--- config.mk ---
export PLATFORM = sky130hd
export DESIGN_NAME = ctl_flag_serializer
export DESIGN_NICKNAME = d
export VERILOG_FILES = /design/src/rtl/csb_pkg.sv /design/src/rtl/csb_slot_track.sv /design/src/rtl/csb_flag_fetch.sv /design/src/rtl/csb_shift_out.sv /design/src/rtl/ctl_flag_serializer.sv
export SDC_FILE = /design/constraint.sdc
export NUM_CORES = 1
export LEC_CHECK = 0
export BUFFER_PORTS_ARGS = -buffer_cell sky130_fd_sc_hd__buf_2
export CORE_UTILIZATION = 51
export CTS_CLUSTER_SIZE = 10
export DETAILED_ROUTE_END_ITERATION = 8
export PLACE_DENSITY = 0.75
export RECOVER_POWER = 100
export SYNTH_ARGS = -nofsm -noshare
export SYNTH_HDL_FRONTEND = slang
export SYNTH_SLANG_ARGS = --single-unit
--- constraint.sdc ---
create_clock -name clk -period 1.6 [get_ports clk]
set_input_delay 0.24 -clock clk [delete_from_list [all_inputs] [get_ports clk]]
set_output_delay 0.24 -clock clk [all_outputs]
set_load 0.005 [all_outputs]
--- src/rtl/csb_pkg.sv ---
package csb_pkg;
  localparam int unsigned CSB_STREAMS  = 8;
  localparam int unsigned CSB_CHANS    = 32;
  localparam int unsigned CSB_WORD_W   = 8;
  localparam int unsigned CSB_FLAG_POS = 1;
  localparam int unsigned CSB_LEAD     = 1;

  // modular channel arithmetic for the lead / prefetch offsets
  function automatic int unsigned csb_wrap(input int unsigned base,
                                           input int unsigned step,
                                           input int unsigned modulus);
    return (base + step) % modulus;
  endfunction
endpackage

--- src/rtl/csb_slot_track.sv ---
module csb_slot_track #(
  parameter int unsigned CH_W = 5,
  parameter int unsigned ST_W = 3
) (
  input  logic            clk,
  input  logic            rst_n,
  input  logic            cell_tick,
  input  logic [CH_W-1:0] chan_num,
  input  logic [ST_W-1:0] cell_num,
  output logic            start_tick,
  output logic            seq_tick,
  output logic            break_tick
);
  logic [CH_W-1:0] last_chan_q, last_chan_d;
  logic [ST_W-1:0] last_cell_q, last_cell_d;
  logic            last_vld_q, last_vld_d;
  logic            trk_en, in_seq;

  always_comb begin
    in_seq = last_vld_q && (chan_num == last_chan_q) &&
             ({1'b0, cell_num} == ({1'b0, last_cell_q} + (ST_W+1)'(1)));
    start_tick = cell_tick && (cell_num == '0);
    seq_tick   = cell_tick && (cell_num != '0) && in_seq;
    break_tick = cell_tick && (cell_num != '0) && !in_seq;
    trk_en      = cell_tick;
    last_chan_d = chan_num;
    last_cell_d = cell_num;
    last_vld_d  = 1'b1;
  end

  always_ff @(posedge clk or negedge rst_n) begin
    if (!rst_n) begin
      last_chan_q <= '0;
      last_cell_q <= '0;
      last_vld_q  <= 1'b0;
    end else if (trk_en) begin
      last_chan_q <= last_chan_d;
      last_cell_q <= last_cell_d;
      last_vld_q  <= last_vld_d;
    end
  end
endmodule

--- src/rtl/csb_flag_fetch.sv ---
module csb_flag_fetch
  import csb_pkg::*;
#(
  parameter int unsigned NS       = CSB_STREAMS,
  parameter int unsigned NCH      = CSB_CHANS,
  parameter int unsigned WORD_W   = CSB_WORD_W,
  parameter int unsigned FLAG_POS = CSB_FLAG_POS,
  parameter int unsigned LEAD     = CSB_LEAD,
  localparam int unsigned ST_W    = $clog2(NS),
  localparam int unsigned CH_W    = $clog2(NCH),
  localparam int unsigned ADDR_W  = $clog2(NS*NCH)
) (
  input  logic              clk,
  input  logic              rst_n,
  input  logic              cell_tick,
  input  logic [CH_W-1:0]   chan_num,
  input  logic [ST_W-1:0]   cell_num,
  input  logic              start_tick,
  input  logic              seq_tick,
  input  logic              break_tick,
  output logic              rd_en,
  output logic [ADDR_W-1:0] rd_addr,
  input  logic [WORD_W-1:0] rd_data,
  output logic [NS-1:0]     stage_bits,
  output logic              stage_full,
  output logic [CH_W-1:0]   stage_chan
);
  logic [CH_W-1:0] fetch_chan;
  logic            run_q, run_d;
  logic            pend_vld_q, pend_vld_d;
  logic            pend_ok_q, pend_ok_d;
  logic [ST_W-1:0] pend_cell_q, pend_cell_d;
  logic [CH_W-1:0] pend_chan_q, pend_chan_d;
  logic            pend_en;
  logic            full_q, full_d;
  logic [CH_W-1:0] schan_q, schan_d;
  logic            done, cap_bit;
  logic [NS-1:0]   stage_q, cap_en;

  always_comb begin
    fetch_chan = CH_W'(csb_wrap(32'(chan_num), LEAD + 1, NCH));
    rd_en      = cell_tick && rst_n;
    rd_addr    = ADDR_W'(32'(cell_num) * NCH + 32'(fetch_chan));
    cap_bit    = rd_data[FLAG_POS];
    done       = pend_vld_q && pend_ok_q && (pend_cell_q == ST_W'(NS-1));

    run_d = run_q;
    if (start_tick)      run_d = 1'b1;
    else if (break_tick) run_d = 1'b0;

    pend_vld_d  = cell_tick;
    pend_en     = cell_tick;
    pend_ok_d   = start_tick || (seq_tick && run_q);
    pend_cell_d = cell_num;
    pend_chan_d = fetch_chan;

    full_d = full_q;
    if (start_tick || break_tick) full_d = 1'b0;
    else if (done)                full_d = 1'b1;
    schan_d = pend_chan_q;
  end

  always_ff @(posedge clk or negedge rst_n) begin
    if (!rst_n) begin
      run_q       <= 1'b0;
      pend_vld_q  <= 1'b0;
      pend_ok_q   <= 1'b0;
      pend_cell_q <= '0;
      pend_chan_q <= '0;
      full_q      <= 1'b0;
      schan_q     <= '0;
    end else begin
      run_q      <= run_d;
      pend_vld_q <= pend_vld_d;
      full_q     <= full_d;
      if (pend_en) begin
        pend_ok_q   <= pend_ok_d;
        pend_cell_q <= pend_cell_d;
        pend_chan_q <= pend_chan_d;
      end
      if (done) schan_q <= schan_d;
    end
  end

  // one capture flop per stream, written when that stream's word returns
  for (genvar gi = 0; gi < NS; gi++) begin : g_cap
    assign cap_en[gi] = pend_vld_q && (pend_cell_q == ST_W'(gi));
    always_ff @(posedge clk or negedge rst_n) begin
      if (!rst_n)          stage_q[gi] <= 1'b0;
      else if (cap_en[gi]) stage_q[gi] <= cap_bit;
    end
  end

  assign stage_bits = stage_q;
  assign stage_full = full_q;
  assign stage_chan = schan_q;
endmodule

--- src/rtl/csb_shift_out.sv ---
module csb_shift_out
  import csb_pkg::*;
#(
  parameter int unsigned NS   = CSB_STREAMS,
  parameter int unsigned NCH  = CSB_CHANS,
  parameter int unsigned LEAD = CSB_LEAD,
  localparam int unsigned CH_W = $clog2(NCH)
) (
  input  logic            clk,
  input  logic            rst_n,
  input  logic            cell_tick,
  input  logic            start_tick,
  input  logic            seq_tick,
  input  logic [CH_W-1:0] chan_num,
  input  logic [NS-1:0]   stage_bits,
  input  logic            stage_full,
  input  logic [CH_W-1:0] stage_chan,
  output logic            ctl_out
);
  logic [NS-1:0]   act_q, act_d;
  logic            ok_q, ok_d;
  logic            out_q, out_d;
  logic            sh_en, use_stage;
  logic [CH_W-1:0] want_chan;

  always_comb begin
    want_chan = CH_W'(csb_wrap(32'(chan_num), LEAD, NCH));
    use_stage = stage_full && (stage_chan == want_chan);
    sh_en = cell_tick;
    act_d = act_q;
    ok_d  = ok_q;
    out_d = out_q;
    if (start_tick) begin
      out_d = use_stage & stage_bits[0];
      act_d = stage_bits >> 1;
      ok_d  = use_stage;
    end else begin
      ok_d  = ok_q & seq_tick;
      out_d = ok_d & act_q[0];
      act_d = act_q >> 1;
    end
  end

  always_ff @(posedge clk or negedge rst_n) begin
    if (!rst_n) begin
      act_q <= '0;
      ok_q  <= 1'b0;
      out_q <= 1'b0;
    end else if (sh_en) begin
      act_q <= act_d;
      ok_q  <= ok_d;
      out_q <= out_d;
    end
  end

  assign ctl_out = out_q;
endmodule

--- src/rtl/ctl_flag_serializer.sv ---
module ctl_flag_serializer
  import csb_pkg::*;
#(
  parameter int unsigned NS       = CSB_STREAMS,
  parameter int unsigned NCH      = CSB_CHANS,
  parameter int unsigned WORD_W   = CSB_WORD_W,
  parameter int unsigned FLAG_POS = CSB_FLAG_POS,
  parameter int unsigned LEAD     = CSB_LEAD,
  localparam int unsigned ST_W    = $clog2(NS),
  localparam int unsigned CH_W    = $clog2(NCH),
  localparam int unsigned ADDR_W  = $clog2(NS*NCH)
) (
  input  logic              clk,
  input  logic              rst_n,
  input  logic              cell_tick,
  input  logic [CH_W-1:0]   chan_num,
  input  logic [ST_W-1:0]   cell_num,
  output logic              rd_en,
  output logic [ADDR_W-1:0] rd_addr,
  input  logic [WORD_W-1:0] rd_data,
  output logic              ctl_out
);
  logic [1:0]      rs_q;
  logic            core_rst_n;
  logic            start_tick, seq_tick, break_tick;
  logic [NS-1:0]   stage_bits;
  logic            stage_full;
  logic [CH_W-1:0] stage_chan;

  // asynchronous assert, two-flop synchronous release
  always_ff @(posedge clk or negedge rst_n) begin
    if (!rst_n) rs_q <= 2'b00;
    else        rs_q <= {rs_q[0], 1'b1};
  end
  assign core_rst_n = rs_q[1];

  csb_slot_track #(.CH_W(CH_W), .ST_W(ST_W)) u_track (
    .clk(clk), .rst_n(core_rst_n), .cell_tick(cell_tick),
    .chan_num(chan_num), .cell_num(cell_num),
    .start_tick(start_tick), .seq_tick(seq_tick), .break_tick(break_tick)
  );

  csb_flag_fetch #(.NS(NS), .NCH(NCH), .WORD_W(WORD_W), .FLAG_POS(FLAG_POS),
                   .LEAD(LEAD)) u_fetch (
    .clk(clk), .rst_n(core_rst_n), .cell_tick(cell_tick),
    .chan_num(chan_num), .cell_num(cell_num),
    .start_tick(start_tick), .seq_tick(seq_tick), .break_tick(break_tick),
    .rd_en(rd_en), .rd_addr(rd_addr), .rd_data(rd_data),
    .stage_bits(stage_bits), .stage_full(stage_full), .stage_chan(stage_chan)
  );

  csb_shift_out #(.NS(NS), .NCH(NCH), .LEAD(LEAD)) u_shift (
    .clk(clk), .rst_n(core_rst_n), .cell_tick(cell_tick),
    .start_tick(start_tick), .seq_tick(seq_tick), .chan_num(chan_num),
    .stage_bits(stage_bits), .stage_full(stage_full), .stage_chan(stage_chan),
    .ctl_out(ctl_out)
  );
endmodule

==> results of run 1 <==
[layout make-up]
cell class                      instances  area [um2]
Clock buffer                            7       96.34
Timing Repair Buffer                   33       187.7
Inverter                                6       27.53
Multi-Input combinational cell        124       959.7
Fill cell                             312        1353
Tap cell                               48       60.06
Sequential cell                        41        1027
Clock inverter                          1       5.005
[worst max-delay path by stage]
stage / end / slack, ns
3_3_place_gp: u_fetch.pend_ok_q / -0.04
4_1_cts: u_fetch.pend_ok_q / -0.01
3_5_place_dp: u_fetch.pend_ok_q / -0.1
5_1_grt: u_fetch.stage_full / -0.14
6_report: u_fetch.pend_ok_q / -0.08
2_1_floorplan: u_fetch.pend_ok_q / 0.02
[cells by family after synthesis]
kind of cell    Yosys count  synth area share (%)
compound gates           22                 6.894
xor+xnor                 14                 6.087
fa+ha+maj                 8                 4.969
buf+inv                  17                 3.975
flops                    41                 50.93
mux                      21                 11.74
other cells               1                0.1862
simple gates             58                 15.22
[synth_stat cells]
cell,n,area share (%)
a211o_1,1,0.43
a21oi_1,2,0.50
a21oi_2,1,0.43
a31o_2,1,0.43
a31oi_1,9,2.8
and2_1,1,0.31
and4b_1,1,0.50
buf_2,1,0.25
buf_4,4,1.5
clkbuf_1,6,1.1
conb_1,1,0.19
dfrtp_1,41,51
ha_1,8,5.0
inv_1,5,0.93
inv_2,1,0.19
mux2_2,21,12
nand2_1,22,4.1
nand2b_1,2,0.62
nand3_1,11,2.7
nand3_2,1,0.50
nand4_1,2,0.62
nor2_1,8,1.5
nor2b_1,4,1.2
nor3_1,1,0.25
nor3_4,1,0.81
nor3b_1,1,0.37
nor4_4,1,1.1
o211ai_1,1,0.37
o21ai_0,5,1.2
o21ai_1,1,0.25
o311ai_1,1,0.43
or2_2,1,0.31
or3_1,1,0.31
xnor2_1,8,3.5
xor2_1,6,2.6
[worst max-delay path: cells and delay by family, from the launching register on]
kind	cells	cell delay (ns)
AO/OA/AOI/OAI	1	0.15
AND/OR/NAND/NOR	2	0.48
flip-flops	1	0.40
buffers and inverters	2	0.20
XOR/XNOR	1	0.18
adder cells (fa/ha/maj)	1	0.20
[routing by layer]
metal  routed length (um)  share of wire [%]  global-route usage, %
met2                 2115                 51                  37.50
met3                  158                3.8                  7.042
met5                    0                  0                      0
met1                 1785                 43                  27.55
met4                  107                2.6                  8.611
[through the flow]
stage / std cells / instance area, um2 / hold WS [ns] / total power (uW) / setup WS (ns)
3_5_place_dp: 249 / 2191 / 0.02752 / 1793 / -0.09933
3_3_place_gp: 249 / 2191 / 0.02636 / 1756 / -0.04164
6_report: 260 / 2364 / 0.2486 / 2563 / -0.07623
2_1_floorplan: 182 / 2016 / -0.05559 / 1643 / 0.01840
4_1_cts: 260 / 2360 / 0.2493 / 2573 / -0.01044
5_1_grt: 260 / 2364 / 0.2604 / 2695 / -0.1355
[registers in the layout, summed over array words and instances, names as in the netlist, 2 cells and up]
register             count
u_fetch.stage_bits       8
u_shift.act_q            7
u_fetch.pend_chan_q      5
u_fetch.stage_chan       5
u_track.last_chan_q      4
u_fetch.pend_cell_q      3
rs_q                     2
[layout by cell type (no fill, tap or decap), types with 2 or more instances in the layout]
cell type	n
nand2_1	22
xnor2_1	7
clkbuf_1	8
clkbuf_8	7
inv_4	2
ha_4	2
xor2_1	5
buf_4	6
dfrtp_1	40
o21ai_0	5
nor2b_1	4
nand4_1	2
a21oi_2	2
mux2_2	20
ha_1	5
nor2_1	8
inv_1	4
nand2b_1	2
buf_2	15
nand3_1	10
a31oi_1	9
buf_6	2
nand3_2	2
[what timing repair did]
item                                   in CTS  in global routing
pin swaps                                   5                  5
hold buffers                                1                  0
resized for setup                           6                  6
cloned                                      0                  0
buffers inserted                            2                  0
setup endpoints to repair                   5                 10
endpoints found under the hold margin       2                  0
[power by group]
group          internal [uW]  leakage (uW)  switching [uW]  total, uW
Sequential              1200      0.000492             106       1310
Combinational            263      0.000494             240        504
Clock                    390     0.0000542             361        751
==> reports/results.ini, run 1 <==
[outcome]
status = finished, violations left
violations = setup timing

[pwr]
ir_drop_v = 0.0006157
power_leakage_uw = 0.001040
power_density_nw_per_um2 = 1084

[worst_setup_path]
cp_cell_sequence = buf_6, inv_4, ha_4, xor2_2, nor4_4, nand3_2, a31oi_1
arrival_ns = 1.91
timing.rr.start = u_fetch.pend_cell_q[1]
endpoint_kind = flip-flop
slowest_delay_ns = 0.40
crit_path_max_fanout = 4
cp_slowest_cell = dfrtp_1
start_kind = flip-flop
reg2regPathDepth = 7
crit_start = u_fetch.pend_cell_q[1]
r2r_slack_ns = -0.08
critPathRequiredTime_ns = 1.83
crit_type = reg -> reg
r2r_end = u_fetch.pend_ok_q

[global_route]
grt_pass1_wl_um = 6879
grt_pass1_vias = 1390
grtUsageTotal_pct = 22.70
antenna_found_initial = 0
grt_max_degree = 40
grt_overflow = 0

[sta]
clock.fmax_mhz = 596.6
slew_headroom_pct = 36.30
worstMarginPinSlew_ns = 0.9555
final.setup.tns_ns = -0.1568
hold_viol = 0
fin_crit_sh_pct = 104.8
finalClockSkew_ns = 0.008574
maxSlewViolCount = 0
period_needed_ns = 1.676
rsz0062_at_grt = yes
setup_slack_ns = -0.07623
setup_viol = 3

[route]
vias_per_cell = 5.392
wl_per_cell_um = 16.03
ant_nets = 0
first_pass_iters = 4
vias = 1402
wl_um = 4167
remaining_drc_errors = 0
drt_iter0_drc = 97

[clocking]
clk_path_buf_depth = 2
h-tree-depth = 2
clock_latency_ns = 0.30
clkSinkCount = 41
cts_buffers = 5
tritoncts = done
clk_pin_slew_ns = 0.08
cts_root_buf = clkbuf_8

[placed_design]
dpl.hpwl_um = 2857
gp_congestion = 0.7823
port_buffers = 21

[logic_synthesis]
synthCells = 182
avgSynthCellArea_um2 = 11.07
synth.distinct_cells = 35
synth.cell_area_um2 = 2014
synth_nets = 209
ys_seq_area_share_pct = 50.93
ys_warn_count = 0
ys_seq_elements = 41

[final_layout]
nets = 238
drive_above_1_share_pct = 32.08
n_antenna_cell = 0
postLayoutCoreUtil_pct = 63.60
syn2layout_area_growth_pct = 17.33

[floorplanning]
die-height_um = 64.85
start_util_pct = 54.21
num_rows = 22
dieArea_um2 = 4205
core_um2 = 3716
pin_count = 29
die_w_um = 64.85

[flow_run]
max_cap_viol_count = 0

[min_path]
hold_path_class = in -> async

(Power assumes the default switching activity.)
==> run 2: changes to the inputs <==
==> constraint.sdc (replaced) <==
create_clock -name clk -period 1.6 [get_ports clk]
set_input_delay 0.16 -clock clk [delete_from_list [all_inputs] [get_ports clk]]
set_output_delay 0.16 -clock clk [all_outputs]
set_load 0.005 [all_outputs]
==> run 2 against run 1 <==
Against the previous run: the flow still finishes with violations (setup timing); clock skew is essentially flat; sequential power is essentially flat; clock-buffer cell count shrank 2; via count grew 1.2%; fmax shrank 0.33%; final area shrank 0.16%; die area is the same; combinational power shrank 3%; sequential share of layout area is essentially flat; wire length shrank 5.3%; global-route usage shrank 1.7 points.
==> reports/results.ini, run 2 (synthesis gave the netlist of run 1 again) <==
[sta]
slew_headroom_pct = 36.80  ; +0.50 points
worstMarginPinSlew_ns = 0.9480  ; -0.007535 ns
maxSlewViolCount = 0  ; unchanged
worst_hold_slack_ns = 0.1442  ; -0.1044 ns
rsz0062_at_grt = yes
finalClockSkew_ns = 0.008952  ; +0.0003781 ns
period_needed_ns = 1.682  ; +0.005594 ns
setup_viol = 5  ; +2
clock.fmax_mhz = 594.6  ; -0.33%
setup_slack_ns = -0.08182  ; -0.005594 ns
hold_viol = 0  ; unchanged
fin_crit_sh_pct = 105.1  ; +0.35 points

[floorplanning]
die_w_um = 64.85  ; unchanged
pin_count = 29  ; unchanged
start_util_pct = 54.21  ; unchanged
die-height_um = 64.85  ; unchanged
num_rows = 22  ; unchanged
dieArea_um2 = 4205  ; unchanged
core_um2 = 3716  ; unchanged

[route]
wl_per_cell_um = 15.23  ; -5.0%
drt_iter0_drc = 56  ; -42%
remaining_drc_errors = 0  ; unchanged
ant_nets = 0  ; unchanged
wl_um = 3945  ; -5.3%
vias = 1419  ; +1.2%
first_pass_iters = 4  ; unchanged
vias_per_cell = 5.479  ; +1.6%

[global_route]
grtUsageTotal_pct = 21.04  ; -1.7 points
grt_max_degree = 40  ; unchanged
use_met1_pct = 25.63  ; -1.9 points
grt_overflow = 0  ; unchanged
grt.met2_usage_pct = 37.37  ; -0.13 points
met3_usage_pct = 5.282  ; -1.8 points
grt_pass1_vias = 1424  ; +2.4%
antenna_found_initial = 0  ; unchanged
grt_pass1_wl_um = 6624  ; -3.7%
grt-busiest-layer = met2

[pwr]
pwr-share-clk_pct = 35.5  ; +6.2 points
seq_power_share_pct = 47.0  ; -4.0 points
power_density_nw_per_um2 = 1180  ; +8.8%
ir_drop_v = 0.0008868  ; +44%
p_sw_uw = 709.9  ; +0.39%
power_leakage_uw = 0.001026  ; -1.3%
power.internal_uw = 2074  ; +12%
total_power_uw = 2784  ; +8.6%
combPwrFrac_pct = 17.5  ; -2.2 points
p_sw_share_pct = 25.50  ; -2.1 points

[final_layout]
largest_reg_flops = 8  ; unchanged
syn2layout_area_growth_pct = 17.14
n_antenna_cell = 0  ; unchanged
final_common_cell = dfrtp_1
postLayoutCoreUtil_pct = 63.50  ; -0.10 points
drive_above_1_share_pct = 29.38  ; -2.7 points
nets = 237  ; -0.42%
final_area_um2 = 2360  ; -0.16%
layout.cells.non_filler = 259  ; -0.38%
final_cell_mix = dfrtp_1, nand2_1, mux2_2, buf_2, clkbuf_1

[placed_design]
place_inst = 248  ; -0.40%
port_buffers = 21  ; unchanged
gp_congestion = 0.7874  ; +0.65%
dpl.hpwl_um = 2909  ; +1.8%
post_dp_cell_area_um2 = 2182  ; -0.40%

[clocking]
cts_buffers = 5  ; unchanged
clock_latency_ns = 0.30  ; about the same
tritoncts = done
clk_path_buf_depth = 2  ; unchanged
h-tree-depth = 2  ; unchanged
cts_root_buf = clkbuf_8
clkSinkCount = 41  ; unchanged
clk_pin_slew_ns = 0.09  ; about the same

[worst_setup_path]
cp_slowest_cell = dfrtp_1
endpoint_kind = flip-flop
slowest_delay_ns = 0.39  ; about the same
arrival_ns = 1.91  ; about the same
crit_type = reg -> reg
r2r_slack_ns = -0.08  ; about the same
start_kind = flip-flop
crit_path_max_fanout = 4  ; unchanged
cp_cell_sequence = ha_2, ha_4, xnor2_2, nor4_4, nand3_1, a21oi_2
critPathRequiredTime_ns = 1.83  ; about the same

[min_path]
hold_path_class = in -> reg

[flow_run]
max_cap_viol_count = 0  ; unchanged

[outcome]
violations = setup timing
status = finished, violations left

[run 2: changes by cell type in the layout (fill, tap and decap cells not counted), moves of 2 or more]
cell / change
buf_6: -2
inv_4: -2
clkbuf_1: +4
bufinv_16: +2
inv_2: +2
buf_4: -2
clkbuf_8: -2
buf_2: -2
[run 2: area by class of cell]
| class | instances | area [um2] |
|---|---|---|
| repair buffers | 32 | 162.7 |
| clock inverters | 3 | 65.06 |
| clock buffers | 5 | 68.82 |
| fillers | 308 | 1356 |
| flip-flops and latches | 41 | 1026 |
| multi-input cells | 124 | 954.7 |
| well taps | 48 | 60.06 |
| inverters | 6 | 22.52 |
[run 2: path summary, 6_finish.rpt]
check / start / endpoint / depth (start not counted)
min: cell_tick / u_fetch.pend_vld_q / 1
min reg2reg: rs_q[0] / rs_q[1] / 0
max: u_fetch.pend_cell_q[0] / u_fetch.stage_full / 6
min in group asynchronous: rst_n / rs_q[0] / 2
max reg2reg: u_fetch.pend_cell_q[0] / u_fetch.stage_full / 6
max in group asynchronous: rs_q[1] / u_fetch.stage_chan[1] / 1
[run 2: what timing repair did]
action / 4_1_cts / 5_1_grt
hold endpoints to repair: 2 / 0
pin swaps: 7 / 0
gates resized for setup: 7 / 0
hold buffers: 1 / 0
setup endpoints to repair: 7 / 5
buffers inserted: 2 / 0
[run 2: critical path, delay by kind of cell (launching register included)]
kind,cells,cell delay (ns)
XOR/XNOR,1,0.15
AND/OR/NAND/NOR,2,0.49
flip-flops,1,0.39
adder cells (fa/ha/maj),2,0.44
AO/OA/AOI/OAI,1,0.15
[run 2: stage by stage]
| step | worst slack [ns] | TNS (ns) |
|---|---|---|
| CTS | -0.08781 | -0.2364 |
| detailed placement | -0.1344 | -0.4170 |
| floorplan | 0.01840 | 0 |
| global placement | -0.04103 | -0.07547 |
| finish | -0.08182 | -0.2482 |
| global route | -0.1226 | -0.4854 |
[run 2: power by group through the flow]
| stage | Sequential (uW) | Combinational (uW) | Clock (uW) |
|---|---|---|---|
| after floorplan | 1310 | 335 | 0 |
| after global placement | 1320 | 438 | 0 |
| after detailed placement | 1330 | 461 | 0 |
| after CTS | 1310 | 500 | 1000 |
| after global routing | 1330 | 543 | 1040 |
| final | 1310 | 487 | 989 |
[run 2: per-layer routing]
layer / wire length, um / vias up
met5: 0 / -
met4: 29 / 0
met3: 178 / 4
met2: 2091 / 36
met1: 1645 / 698
li1: - / 681
